[config.mk]
export PLATFORM = sky130hd
export DESIGN_NAME = fcls_init_seq
export DESIGN_NICKNAME = d
export VERILOG_FILES = /design/src/rtl/fcls_pkg.sv /design/src/rtl/fcls_cfg_decode.sv /design/src/rtl/fcls_slice_merge.sv /design/src/rtl/fcls_wait_timer.sv /design/src/rtl/fcls_init_seq.sv
export SDC_FILE = /design/constraint.sdc
export NUM_CORES = 1
export LEC_CHECK = 0
export BUFFER_PORTS_ARGS = -buffer_cell sky130_fd_sc_hd__buf_2
export CAP_MARGIN = 15
export CORE_ASPECT_RATIO = 1.5
export CORE_UTILIZATION = 45
export CTS_BUF_LIST = sky130_fd_sc_hd__clkbuf_8
export CTS_CLUSTER_SIZE = 25
export DETAILED_ROUTE_END_ITERATION = 8
export PLACE_DENSITY_LB_ADDON = 0.2
export SYNTH_ARGS = -nofsm -noshare
export SYNTH_HDL_FRONTEND = slang
export SYNTH_SLANG_ARGS = --single-unit
[constraint.sdc]
create_clock -name clk -period 2.35 [get_ports clk]
set_input_delay 0.3525 -clock clk [delete_from_list [all_inputs] [get_ports clk]]
set_output_delay 0.3525 -clock clk [all_outputs]
set_load 0.02 [all_outputs]
[src/rtl/fcls_pkg.sv]
package fcls_pkg;

    // Register byte addresses
    localparam int unsigned ADDR_PB_BASE   = 32'h000;
    localparam int unsigned ADDR_BKT_KEY   = 32'h040;
    localparam int unsigned ADDR_SIG_KEY   = 32'h044;
    localparam int unsigned ADDR_CTRL      = 32'h048;
    localparam int unsigned ADDR_FLEX_BASE = 32'h080;
    localparam int unsigned ADDR_STEP      = 4;

    // Control word fields
    localparam int CTL_ALLOC_LSB   = 0;
    localparam int CTL_INIT_DONE   = 3;
    localparam int CTL_PERFECT     = 4;
    localparam int CTL_RPT_MATCH   = 5;
    localparam int CTL_RPT_ALWAYS  = 7;
    localparam int CTL_DROPQ_LSB   = 8;
    localparam int CTL_BKTLEN_LSB  = 16;
    localparam int CTL_FULLTHR_LSB = 20;

    localparam logic [3:0] BKT_LEN_VAL  = 4'd10;
    localparam logic [3:0] FULL_THR_VAL = 4'd4;

    typedef enum logic [1:0] {
        RPT_NONE   = 2'd0,
        RPT_MATCH  = 2'd1,
        RPT_ALWAYS = 2'd2,
        RPT_BAD    = 2'd3
    } report_e;

    typedef enum logic [3:0] {
        S_IDLE,
        S_PB0_RD,
        S_PB0_WR,
        S_PBZ_WR,
        S_BKT_WR,
        S_SIG_WR,
        S_FLX_RD,
        S_FLX_WR,
        S_CTL_WR,
        S_POLL_RD,
        S_POLL_WAIT,
        S_DONE
    } seq_state_e;

endpackage

[src/rtl/fcls_cfg_decode.sv]
module fcls_cfg_decode
    import fcls_pkg::*;
#(
    parameter int DW      = 32,
    parameter int DQW     = 7,
    parameter int SLICE_W = 8,
    parameter int OFS_W   = 6
) (
    input  logic [1:0]         alloc,
    input  logic               perfect,
    input  logic [1:0]         report,
    input  logic [DQW-1:0]     drop_q,
    input  logic [OFS_W-1:0]   flex_ofs,
    output logic               valid,
    output logic [DW-1:0]      ctrl_word,
    output logic [DW-1:0]      footprint,
    output logic [SLICE_W-1:0] slice
);

    always_comb begin
        valid = (alloc != 2'd3) && (report != RPT_BAD) && !flex_ofs[0];

        ctrl_word = '0;
        ctrl_word[CTL_ALLOC_LSB +: 2]   = alloc + 2'd1;
        ctrl_word[CTL_PERFECT]          = perfect;
        ctrl_word[CTL_RPT_MATCH]        = (report == RPT_MATCH);
        ctrl_word[CTL_RPT_ALWAYS]       = (report == RPT_ALWAYS);
        ctrl_word[CTL_BKTLEN_LSB +: 4]  = BKT_LEN_VAL;
        ctrl_word[CTL_FULLTHR_LSB +: 4] = FULL_THR_VAL;
        if (perfect) begin
            ctrl_word[CTL_DROPQ_LSB +: DQW] = drop_q;
        end

        footprint = DW'(32'h0001_0000) << alloc;

        slice = '0;
        slice[1:0] = 2'b01;
        slice[2 +: OFS_W-1] = flex_ofs[OFS_W-1:1];
    end

endmodule

[src/rtl/fcls_slice_merge.sv]
module fcls_slice_merge #(
    parameter int DW      = 32,
    parameter int SLICE_W = 8,
    parameter int LANES   = DW / SLICE_W,
    parameter int SEL_W   = $clog2(LANES)
) (
    input  logic [DW-1:0]      word_in,
    input  logic [SLICE_W-1:0] slice,
    input  logic [SEL_W-1:0]   sel,
    output logic [DW-1:0]      word_out
);

    for (genvar l = 0; l < LANES; l++) begin : g_lane
        assign word_out[l*SLICE_W +: SLICE_W] =
            (sel == SEL_W'(l)) ? slice : word_in[l*SLICE_W +: SLICE_W];
    end

endmodule

[src/rtl/fcls_wait_timer.sv]
module fcls_wait_timer #(
    parameter int unsigned WAIT = 4
) (
    input  logic clk,
    input  logic rst_n,
    input  logic load,
    output logic expired
);

    localparam int CW = $clog2(WAIT + 1);

    logic [CW-1:0] cnt_d, cnt_q;

    always_comb begin
        cnt_d = cnt_q;
        if (load) begin
            cnt_d = CW'(WAIT - 1);
        end else if (cnt_q != '0) begin
            cnt_d = cnt_q - 1'b1;
        end
    end

    always_ff @(posedge clk or negedge rst_n) begin
        if (!rst_n) begin
            cnt_q <= '0;
        end else begin
            cnt_q <= cnt_d;
        end
    end

    assign expired = (cnt_q == '0);

    // the wait count never starts above the programmed interval
    a_r8_wait_bound: assert property (@(posedge clk) disable iff (!rst_n)
        cnt_q <= CW'(WAIT - 1));

endmodule

[src/rtl/fcls_init_seq.sv]
module fcls_init_seq
    import fcls_pkg::*;
#(
    parameter int          DW           = 32,
    parameter int          AW           = 12,
    parameter int          DQW          = 7,
    parameter int          OFS_W        = 6,
    parameter int          NUM_PB       = 8,
    parameter int          FLEX_ENTRIES = 64,
    parameter int          ENT_PER_REG  = 4,
    parameter int          POLL_MAX     = 10,
    parameter int unsigned POLL_WAIT    = 250000,
    parameter logic [31:0] BKT_KEY      = 32'h6C2B_91E5,
    parameter logic [31:0] SIG_KEY      = 32'h0F4A_D37B
) (
    input  logic             clk,
    input  logic             rst_n,
    input  logic             start,
    input  logic [1:0]       cfg_alloc,
    input  logic             cfg_perfect,
    input  logic [1:0]       cfg_report,
    input  logic [DQW-1:0]   cfg_drop_q,
    input  logic [OFS_W-1:0] cfg_flex_ofs,
    output logic             bus_req,
    output logic             bus_we,
    output logic [AW-1:0]    bus_addr,
    output logic [DW-1:0]    bus_wdata,
    input  logic [DW-1:0]    bus_rdata,
    input  logic             bus_ack,
    output logic             sts_busy,
    output logic             sts_done,
    output logic             sts_cfg_err,
    output logic             sts_timeout
);

    localparam int SLICE_W = DW / ENT_PER_REG;
    localparam int LANE_W  = $clog2(ENT_PER_REG);
    localparam int ENT_W   = $clog2(FLEX_ENTRIES);
    localparam int PB_W    = $clog2(NUM_PB);
    localparam int PC_W    = $clog2(POLL_MAX + 1);

    typedef struct packed {
        seq_state_e         state;
        logic [PB_W-1:0]    pb_idx;
        logic [ENT_W-1:0]   ent_idx;
        logic [PC_W-1:0]    polls;
        logic [DW-1:0]      data;
        logic [DW-1:0]      ctrl;
        logic [DW-1:0]      fp;
        logic [SLICE_W-1:0] slice;
        logic               done;
        logic               cfg_err;
        logic               timeout;
    } seq_regs_t;

    seq_regs_t d, q;

    logic               cfg_valid;
    logic [DW-1:0]      dec_ctrl;
    logic [DW-1:0]      dec_fp;
    logic [SLICE_W-1:0] dec_slice;
    logic [DW-1:0]      merged;
    logic               tmr_load;
    logic               tmr_expired;
    logic [PC_W-1:0]    polls_inc;

    fcls_cfg_decode #(
        .DW(DW), .DQW(DQW), .SLICE_W(SLICE_W), .OFS_W(OFS_W)
    ) dec_i (
        .alloc     (cfg_alloc),
        .perfect   (cfg_perfect),
        .report    (cfg_report),
        .drop_q    (cfg_drop_q),
        .flex_ofs  (cfg_flex_ofs),
        .valid     (cfg_valid),
        .ctrl_word (dec_ctrl),
        .footprint (dec_fp),
        .slice     (dec_slice)
    );

    fcls_slice_merge #(
        .DW(DW), .SLICE_W(SLICE_W), .LANES(ENT_PER_REG), .SEL_W(LANE_W)
    ) merge_i (
        .word_in  (bus_rdata),
        .slice    (q.slice),
        .sel      (q.ent_idx[LANE_W-1:0]),
        .word_out (merged)
    );

    fcls_wait_timer #(
        .WAIT(POLL_WAIT)
    ) timer_i (
        .clk     (clk),
        .rst_n   (rst_n),
        .load    (tmr_load),
        .expired (tmr_expired)
    );

    assign polls_inc = q.polls + 1'b1;

    // Next-state logic
    always_comb begin
        d        = q;
        tmr_load = 1'b0;
        unique case (q.state)
            S_IDLE, S_DONE: begin
                if (start) begin
                    d.done    = !cfg_valid;
                    d.cfg_err = !cfg_valid;
                    d.timeout = 1'b0;
                    d.ctrl    = dec_ctrl;
                    d.fp      = dec_fp;
                    d.slice   = dec_slice;
                    d.state   = cfg_valid ? S_PB0_RD : S_DONE;
                end
            end
            S_PB0_RD: begin
                if (bus_ack) begin
                    d.data  = bus_rdata - q.fp;
                    d.state = S_PB0_WR;
                end
            end
            S_PB0_WR: begin
                if (bus_ack) begin
                    d.pb_idx = PB_W'(1);
                    d.state  = S_PBZ_WR;
                end
            end
            S_PBZ_WR: begin
                if (bus_ack) begin
                    if (q.pb_idx == PB_W'(NUM_PB - 1)) begin
                        d.state = S_BKT_WR;
                    end else begin
                        d.pb_idx = q.pb_idx + 1'b1;
                    end
                end
            end
            S_BKT_WR: begin
                if (bus_ack) begin
                    d.state = S_SIG_WR;
                end
            end
            S_SIG_WR: begin
                if (bus_ack) begin
                    d.ent_idx = '0;
                    d.state   = S_FLX_RD;
                end
            end
            S_FLX_RD: begin
                if (bus_ack) begin
                    d.data  = merged;
                    d.state = S_FLX_WR;
                end
            end
            S_FLX_WR: begin
                if (bus_ack) begin
                    if (q.ent_idx == ENT_W'(FLEX_ENTRIES - 1)) begin
                        d.state = S_CTL_WR;
                    end else begin
                        d.ent_idx = q.ent_idx + 1'b1;
                        d.state   = S_FLX_RD;
                    end
                end
            end
            S_CTL_WR: begin
                if (bus_ack) begin
                    d.polls = '0;
                    d.state = S_POLL_RD;
                end
            end
            S_POLL_RD: begin
                if (bus_ack) begin
                    d.polls = polls_inc;
                    if (bus_rdata[CTL_INIT_DONE]) begin
                        d.done  = 1'b1;
                        d.state = S_DONE;
                    end else if (polls_inc == PC_W'(POLL_MAX)) begin
                        d.done    = 1'b1;
                        d.timeout = 1'b1;
                        d.state   = S_DONE;
                    end else begin
                        tmr_load = 1'b1;
                        d.state  = S_POLL_WAIT;
                    end
                end
            end
            S_POLL_WAIT: begin
                if (tmr_expired) begin
                    d.state = S_POLL_RD;
                end
            end
            default: d.state = S_IDLE;
        endcase
    end

    always_ff @(posedge clk or negedge rst_n) begin
        if (!rst_n) begin
            q <= '0;
        end else begin
            q <= d;
        end
    end

    // Bus drive, decoded from registered state only
    always_comb begin
        bus_req   = 1'b0;
        bus_we    = 1'b0;
        bus_addr  = '0;
        bus_wdata = '0;
        unique case (q.state)
            S_PB0_RD: begin
                bus_req  = 1'b1;
                bus_addr = AW'(ADDR_PB_BASE);
            end
            S_PB0_WR: begin
                bus_req   = 1'b1;
                bus_we    = 1'b1;
                bus_addr  = AW'(ADDR_PB_BASE);
                bus_wdata = q.data;
            end
            S_PBZ_WR: begin
                bus_req  = 1'b1;
                bus_we   = 1'b1;
                bus_addr = AW'(ADDR_PB_BASE + ADDR_STEP * q.pb_idx);
            end
            S_BKT_WR: begin
                bus_req   = 1'b1;
                bus_we    = 1'b1;
                bus_addr  = AW'(ADDR_BKT_KEY);
                bus_wdata = DW'(BKT_KEY);
            end
            S_SIG_WR: begin
                bus_req   = 1'b1;
                bus_we    = 1'b1;
                bus_addr  = AW'(ADDR_SIG_KEY);
                bus_wdata = DW'(SIG_KEY);
            end
            S_FLX_RD: begin
                bus_req  = 1'b1;
                bus_addr = AW'(ADDR_FLEX_BASE + ADDR_STEP * (q.ent_idx >> LANE_W));
            end
            S_FLX_WR: begin
                bus_req   = 1'b1;
                bus_we    = 1'b1;
                bus_addr  = AW'(ADDR_FLEX_BASE + ADDR_STEP * (q.ent_idx >> LANE_W));
                bus_wdata = q.data;
            end
            S_CTL_WR: begin
                bus_req   = 1'b1;
                bus_we    = 1'b1;
                bus_addr  = AW'(ADDR_CTRL);
                bus_wdata = q.ctrl;
            end
            S_POLL_RD: begin
                bus_req  = 1'b1;
                bus_addr = AW'(ADDR_CTRL);
            end
            default: ;
        endcase
    end

    assign sts_busy    = (q.state != S_IDLE) && (q.state != S_DONE);
    assign sts_done    = q.done;
    assign sts_cfg_err = q.cfg_err;
    assign sts_timeout = q.timeout;

    // an unacknowledged request stays put
    a_r10_bus_hold: assert property (@(posedge clk) disable iff (!rst_n)
        bus_req && !bus_ack |=> bus_req && $stable(bus_addr) && $stable(bus_we) && $stable(bus_wdata));

    // busy and done exclusive
    a_r9_busy_done_excl: assert property (@(posedge clk) disable iff (!rst_n)
        !(sts_busy && sts_done));

    // final status holds without a start
    a_r9_done_hold: assert property (@(posedge clk) disable iff (!rst_n)
        sts_done && !start |=> sts_done);

    // a refused start produces no traffic
    a_r7_err_no_bus: assert property (@(posedge clk) disable iff (!rst_n)
        sts_cfg_err |-> !bus_req);

    // poll count bounded, timeout only as a finished run
    a_r8_poll_bound: assert property (@(posedge clk) disable iff (!rst_n)
        q.polls <= PC_W'(POLL_MAX));

    a_r8_timeout_done: assert property (@(posedge clk) disable iff (!rst_n)
        sts_timeout |-> sts_done && !sts_cfg_err);

endmodule

==> run summary, run 1 <==
The starting density of the core was 0.4591; the die span in x was 94.02 um. The critical setup path kind is reg -> out. For the final estimated routing congestion in global placement, the log shows 0.8905. The run gives 0.006579 sq mm as the placed cell area.

104 I/O pins were placed. The total overflow left after global routing is 0. The vias per cell was 5.768; the total wire length was 17,080 um.

For the worst setup path, the data required time is 2000 ps. The fraction of registers with async set/reset is 1.000, and the die area is 0.01317 sq mm. The share of cells above drive strength 1 is 0.2686. The launch instance of the worst min-delay path is cfg_flex_ofs[4].

Portion of total power attributed to combinational logic: 0.536. For the count of final max-slew check failures, the log shows 0. IR analysis of the VDD net gives a maximum drop of 0.5971 mV. STA classifies the critical path endpoint as an output pin.

Worst slew margin relative to its limit: 0.5926. For this run, design rule violations remaining after detail routing come to 0. Timing would allow up to 427.5 MHz. The internal power consumption was 4.664 mW; the post-CTS clock slew at the launch and capture registers of the worst setup and hold paths was 110 ps. The flow ran to the end, and the final reports show no timing, DRC or antenna violations. The final sum of negative setup slack was 0 ps. The startpoint identified for the worst register-to-register timing path is q[121]. The share of the cycle needed by the critical path after routing was 0.9954; the number of maximum-capacitance constraint violations was 0. The clock passes through at most 2 buffers. The final cell area excluding filler cells was 0.006970 sq mm.

CTS built an H-tree with a depth of 3. For the number of antenna violations at the first check in global routing, the log shows 0. The part of the total power dissipated in sequential elements is 0.337. Yosys printed 0 warnings. The tightest min-delay check is of the in -> reg type.

The gate count after technology mapping is 654, and the number of search-and-repair iterations in the first detailed-routing pass is 5. The critical path starts at q[120]. The clock period could shrink to 2339 ps. The first-pass GRT wire length was 27,080 um; the final setup violation count was 0.

The tree is rooted in a clkbuf_8. The core region is 0.01245 sq mm. The count of endpoints failing hold in the final timing report is 0, and the switching component of the power is 4.020 mW. The height of the chip works out to 140.0 um. The detail route stage leaves a number of antenna-violating nets equal to 0. For the worst-skew pair, the clock arrives at the later sink with an insertion delay of 380 ps.

The logs give 5,387 for the total number of vias and 845 for the final layout net count. The run gives 257 as the starting DRC count in detailed routing. The switching fraction of total power came out at 0.4629. For this run, the leading register cell type out of synthesis is dfrtp_1. The floorplan has 50 rows. The average wire per cell in the routed design is 18.28 um. Fill cells in the final layout number 1,146.

After legalization and detailed placement, the total HPWL measured 12,900 um. Relative to the synthesized area, the layout overhead comes to 21.96%. In this run, distinct cell masters in the synthesized netlist total 67. Synthesis inferred 92 register bits. The logs give 0.2694 for the global-route usage over all layers and 0.005715 sq mm for the post-synth design cell area.

The run gives 1990 ps as the data arrival time at the worst-slack endpoint. Once layout is complete, the cells apart from fillers number 934. After detailed placement, the design holds a cell count of 910. The analysis attributes to cell leakage a power of 3.245 nW. A synthesized cell averages 8.739 sq um. The category of the worst setup path launch point is a flip-flop. TritonCTS built the clock tree. Dividing total power by cell area gives a power density of 1246 mW/mm^2. Setup repair after global routing could not meet its margin everywhere. For the number of inserted diodes, the log shows 0.

The maximum number of pins on one net before global-route repair was 51; the via count of the first global-routing pass was 5,407. The part of the power in the clock network is 0.127, and the number of flops mapped to enable cells by yosys is 0. The clock drives 92 sinks. Along the worst path, the maximum fanout reaches 4. Clock tree synthesis inserted a total of 9 buffers.

The clock skew after layout was 12.59 ps; the count of input and output buffers was 97. The run gives 0.4028 as the fraction of the yosys area taken by sequential cells. Slew at the pin closest to its max-slew limit: 607.0 ps.
cells in the final DEF, fill, tap and decap left out, types with 4 or more instances in the layout:
master	count
a21oi_1	45
a22o_1	8
a22oi_1	8
a31oi_1	6
and2_1	6
and3_1	10
buf_2	89
buf_4	47
buf_6	5
clkbuf_8	9
conb_1	6
dfrtp_1	89
ha_1	18
inv_1	20
mux2_2	15
mux2i_1	23
nand2_1	89
nand2b_1	5
nand3_1	15
nor2_1	42
nor2b_1	6
nor3_1	24
nor3b_1	4
o21a_1	7
o21ai_0	49
o22ai_1	5
o41ai_1	4
or3_1	5
or4_1	4
xnor2_1	16
power by group through the flow:
| stage | sequential [mW] | combinational, mW | clock (mW) |
|---|---|---|---|
| after floorplan | 2.71 | 2.95 | 0 |
| after global placement | 2.91 | 4.21 | 0 |
| after detailed placement | 2.95 | 4.31 | 0 |
| after CTS | 2.92 | 4.50 | 1.12 |
| after global routing | 3.01 | 5.08 | 1.19 |
| final | 2.93 | 4.65 | 1.10 |
sequential cells by signal, summed over array words and instances, names as in the netlist:
register / flops
timer_i.cnt_q: 18
q: 71
sts_timeout: 1
sts_cfg_err: 1
sts_done: 1
worst paths after layout:
check / end / slack, ps / cells after the start
max: bus_wdata[25] / 10 / 6
min: q[8] / 190 / 2
max reg2reg: q[121] / 180 / 6
min reg2reg: q[96] / 490 / 2
max in group asynchronous: q[76] / 1180 / 3
min in group asynchronous: timer_i.cnt_q[16] / 500 / 2
critical path, stage by stage (launching register included):
cell and delay (ps):
dfrtp_2 450, or2_4 280, o21ai_2 220, buf_4 180, nand2_1 50, a21oi_1 220
buf_2 210
Yosys cell counts, drive strengths merged (4+ instances only):
library cell	number	area share
dfrtp	92	0.40
or4	6	0.0092
a22oi	8	0.011
o21ai	55	0.048
inv	22	0.014
clkbuf	27	0.018
a21oi	47	0.041
a22o	8	0.012
nor2	46	0.030
or3	5	0.0055
o21a	7	0.0092
a31oi	7	0.0077
nor4	5	0.0092
ha	18	0.039
nand3	15	0.013
mux2	18	0.037
buf	14	0.014
mux2i	23	0.040
nor3b	5	0.0074
and3	10	0.011
nand2	91	0.060
o41ai	4	0.0061
nand2b	5	0.0055
xnor2	16	0.025
and2	8	0.0088
o22ai	5	0.0055
nor3	26	0.023
nor2b	9	0.0099
cell families (layout without fill, tap and decap cells):
logic type,after synthesis,in the layout,share of synthesized area
AOI/OAI and AO/OA,173,173,0.1881
xor gates and xnor gates,19,19,0.02912
adders and majority gates,18,18,0.03941
muxes,41,41,0.07771
DFF,92,92,0.4028
other,1,6,0.0006561
and+or+nand+nor,247,247,0.2159
buffers and inverters,63,182,0.04641
final cells by class:
cell class	count	area, sq um	share of cell area
multi-input cells	504	3278	0.4703
flip-flops and latches	92	2306	0.3308
repair buffers	144	904.6	0.1298
well taps	156	195.2	0.02800
clock buffers	9	123.9	0.01777
inverters	22	86.33	0.01239
clock inverters	7	76.32	0.01095
layer usage:
| metal | part of all wire | vias up | track usage |
|---|---|---|---|
| met5 | 0 | - | 0 |
| met4 | 0.043 | 0 | 0.1449 |
| met3 | 0.046 | 48 | 0.04397 |
| met2 | 0.53 | 166 | 0.4771 |
| met1 | 0.38 | 2600 | 0.3030 |
| li1 | - | 2573 | - |
stage by stage:
stage / utilization / hold WS [ps] / total power, mW / worst slack (ps)
floorplan: - / 56.91 / 5.665 / 36.70
detailed placement: 0.5284 / 404.5 / 7.258 / 39.04
global route: 0.5599 / 180.7 / 9.281 / -37.01
CTS: 0.5529 / 180.0 / 8.541 / 1.768
finish: 0.5599 / 189.7 / 8.683 / 10.89
global placement: 0.5284 / 400.9 / 7.121 / 163.6
timing repair:
item,4_1_cts,5_1_grt
setup endpoints to repair,28,27
pin swaps,2,3
hold buffers,1,0
gates cloned,1,0
buffers inserted,3,3
gates resized for setup,23,23
hold endpoints to repair,41,0
No activity file was read; power rests on OpenSTA's default activity.
==> inputs of run 2 (changes only) <==
ABC_AREA = 1   (was unset)
TNS_END_PERCENT = 10   (was unset)
==> run 2 against run 1 <==
Against the previous run:
- global-route usage decreased by 1.2 points
- worst hold slack got worse by 17 ps
- non-clock buffer count down 23
- synthesized cell count up 24%
- cell count up 16%
- final area shrank 2.8%
- total power decreased by 3.9%
==> run summary, run 2 <==
The run gives 3 as the total number of H-tree levels. Yosys instantiated no cell more often than nand2_1. The clock reaches the later pin of the worst-skew pair after 380 ps. Launch instance of the worst min-delay path: cfg_flex_ofs[3]. The run gives 0 as the count of final max-slew check failures. The share of cells above drive strength 1 works out to 0.1825. The post-synthesis adder-cell area fraction is 0.03857.

For this run, design rule violations remaining after detail routing come to 0. The number of warning messages in the yosys log was 0; the starting density of the core was 0.4644. From bottom edge to top edge, the die measures 141.5 um.

Ranked by flip-flop count, first place goes to q. Counting the buffers created by CTS gives 9. The slew at the pin closest to its max-slew limit was 531.9 ps; the starting DRC count in detailed routing was 328.

In this run the tool buffered the top-level ports with 97 buffer cells. Setup repair after global routing left no endpoint under its margin. The combinational family with the most area after synthesis is simple AND/OR/NAND/NOR gates. Longest individual stage delay on the worst path: 460 ps. The critical path contains buffers and inverters numbering 3 combined.

The logs give 0.002935 sq mm for the multi-input logic area and 5,428 for the via count of the first global-routing pass. Counting flops and latches in the post-synthesis netlist gives 92. The tools report the number of buffers on the longest clock path as 2.

Using the TritonRoute via totals, the vias-per-cell ratio works out to 5.193. Parity-gate share of the synthesized area counting xor and xnor cells: 0.02700. The cell that appears most often on the critical path is nor2_4. The number of antenna diodes in the final layout is 0. The gate count after technology mapping was 813. Summing internal, switching and leakage power gives 8.346 mW. The tools report the data arrival time at the worst-slack endpoint as 1910 ps. The largest registers in the layout are q x71, timer_i.cnt_q x18. The final sum of negative setup slack was 0 ps; the overflow left after global routing was 0. The most common flop cell mapped by yosys was dfrtp_1. TritonCTS built the clock tree.

The critical setup path kind was reg -> out. The maximum number of pins on one net before global-route repair was 42. Number of antenna violations at the first check in global routing: 0.

The global-route usage over all layers is 0.2576. The tree built by TritonCTS fans out to 92 sinks. Nature of the critical path endpoint: an output pin. Clock-pin slew was measured on the worst setup and hold paths at 100 ps.

The final setup violation count was 0; the largest voltage drop on the vdd net was 0.7056 mV. The number of antenna-violating nets in the routed design came out at 0. The area added between synthesis and finish works out to 16.03%.

104 I/O pins were placed. The family with the most delay on the worst path is buffers and inverters. The tools report the worst slew margin relative to its limit as 0.6454. In the final layout, flip-flops and latches occupy 0.002305 sq mm. The floorplan step defined a die boundary enclosing 0.01345 sq mm. Max-cap violations in this run came to 0.

The count of endpoints failing hold in the final timing report is 0, and the post-synthesis area per instance is 7.182 sq um. The synthesized-area fraction occupied by ao, oa, aoi and oai cells is 0.1294. The total leakage power was 3.593 nW. The run finished with clean final reports. The first-pass GRT wire length was 26,640 um. Clock skew on the completed layout was measured at 14.01 ps. The library cell used most frequently in the layout, excluding fill and tap cells, is nand2_1.

In the layout the commonest cells are nand2_1, inv_1, buf_2. On the critical path, the stage with the largest delay is an instance of dfrtp_2. The multiplexer area fraction after synthesis works out to 0.003643.

By count the netlist is led by nand2_1, inv_1, dfrtp_1, nor2_1, nand3_1. The tools report the fraction of the yosys area taken by sequential cells as 0.3943. Along the worst path, the maximum fanout reaches 8. For this design the ratio of total power to cell area is 1232 mW/mm^2. Traced cell by cell, the critical path runs through nor2_4 > inv_1 > nor2_4 > nor2_4 > buf_4 > o21ai_0 > buf_2. Subtracting the final worst setup slack from the clock period gives 2267 ps.

Share of the cycle needed by the critical path after routing: 0.9646. The worst hold path belongs to the class in -> reg. Biggest area consumer among synthesized cells: dfrtp_1. For the total wire length, the log shows 16,300 um.

The run gives 0.005839 sq mm as the post-synth design cell area. The run gives 993 as the final layout net count. The number of search-and-repair iterations in the first detailed-routing pass is 5.

Category of the worst setup path launch point: a flip-flop. The total number of placement rows is 50, and the half-perimeter wire length after detailed placement is 12,750 um. The most critical setup path has its startpoint at q[123].

In this run, synthesis inferred 0 flip-flops with an integrated enable. In the final routed layout, each cell accounts on average for 15.06 um. The simple-gate portion of the synthesized area is 0.2989, and the fill cell total of the finished layout is 1,302. The flip-flop count of the largest register after layout came out at 71. Timing would allow up to 441.1 MHz.

The share of Yosys cell area claimed by the top area cell type was 0.3943. Ranked by total cell area, the synthesized netlist is headed by dfrtp_1, nand2_1, inv_1. The die span in x is 95.01 um, and the core outline area is 0.01257 sq mm. The required time reported for the critical path endpoint was 2000 ps. The number of different library cells used by synthesis comes to 40. In this run the critical register-to-register path is launched from q[112].

Final hold analysis gives a worst-case slack of 173.2 ps. The fraction of registers with async set/reset came out at 1.000. In this run the clock root is driven by a clkbuf_8.

Summing over every cut layer, the via total after detailed routing is 5,619. The run gives 0.9673 as the final estimated routing congestion in global placement.
## run 2: changes by cell type after synthesis, sizes merged, moves of 16 or more
cell,previous run,this run
a21oi,47,22
clkbuf,27,5
inv,22,119
mux2,18,1
mux2i,23,1
nand2,91,225
nand3,15,60
nor2,46,95
nor3,26,10
## run 2: power by group
group / total (mW) / leakage [nW] / switching (mW) / internal, mW
sequential: 2.80 / 1.10 / 0.504 / 2.30
combinational: 4.48 / 2.39 / 2.93 / 1.55
clock: 1.07 / 0.0954 / 0.634 / 0.433
total: 8.35 / 3.59 / 4.07 / 4.28
## run 2: worst paths after layout
path	end	slack (ps)	cells after the start
min reg2reg	sts_timeout	480	2
min in group asynchronous	timer_i.cnt_q[13]	480	2
min	q[7]	170	3
max reg2reg	q[114]	380	8
max	bus_wdata[19]	80	7
max in group asynchronous	q[114]	1240	3
## run 2: timing repair
action                                  4_1_cts  5_1_grt
hold buffers                                  1        0
endpoints found under the setup margin       24       23
gates resized for setup                       3        5
buffers inserted                              1        3
pin swaps                                     1        2
hold endpoints to repair                     39        0
## run 2: through the flow
stage / instance area [sq um] / setup slack (ps) / std cells / utilization
global route: 6775 / 14.24 / 1082 / 0.5388
CTS: 6740 / 5.326 / 1079 / 0.5360
floorplan: 5858 / 362.7 / 818 / -
detailed placement: 6528 / 291.6 / 1061 / 0.5191
finish: 6775 / 83.08 / 1082 / 0.5388
global placement: 6528 / 348.9 / 1061 / 0.5191
## run 2: worst min-delay path: cells and delay by family
kind / cells / cell delay (ps)
AND/OR/NAND/NOR: 1 / 40
buffers and inverters: 1 / 70
AO/OA/AOI/OAI: 1 / 50
## run 2: kinds of logic (layout without fill, tap and decap cells)
family / Yosys count / count (layout)
and+or+nand+nor: 406 / 406
adders and majority gates: 18 / 18
buffers and inverters: 148 / 256
DFF: 92 / 92
muxes: 2 / 2
other: 1 / 6
xor gates and xnor gates: 18 / 18
AOI/OAI and AO/OA: 128 / 128
## run 2: layout make-up
type	instances	area share
clock buffer	10	0.02031
clock inverter	6	0.007941
multi-input combinational	578	0.4332
timing repair buffer	121	0.1027
sequential	92	0.3402
inverter	119	0.06685
tap	156	0.02881
## run 2: layer usage
metal,share of wire,track usage
met5,0,0
met4,0.037,0.1180
met3,0.041,0.03430
met2,0.51,0.4388
met1,0.42,0.3184
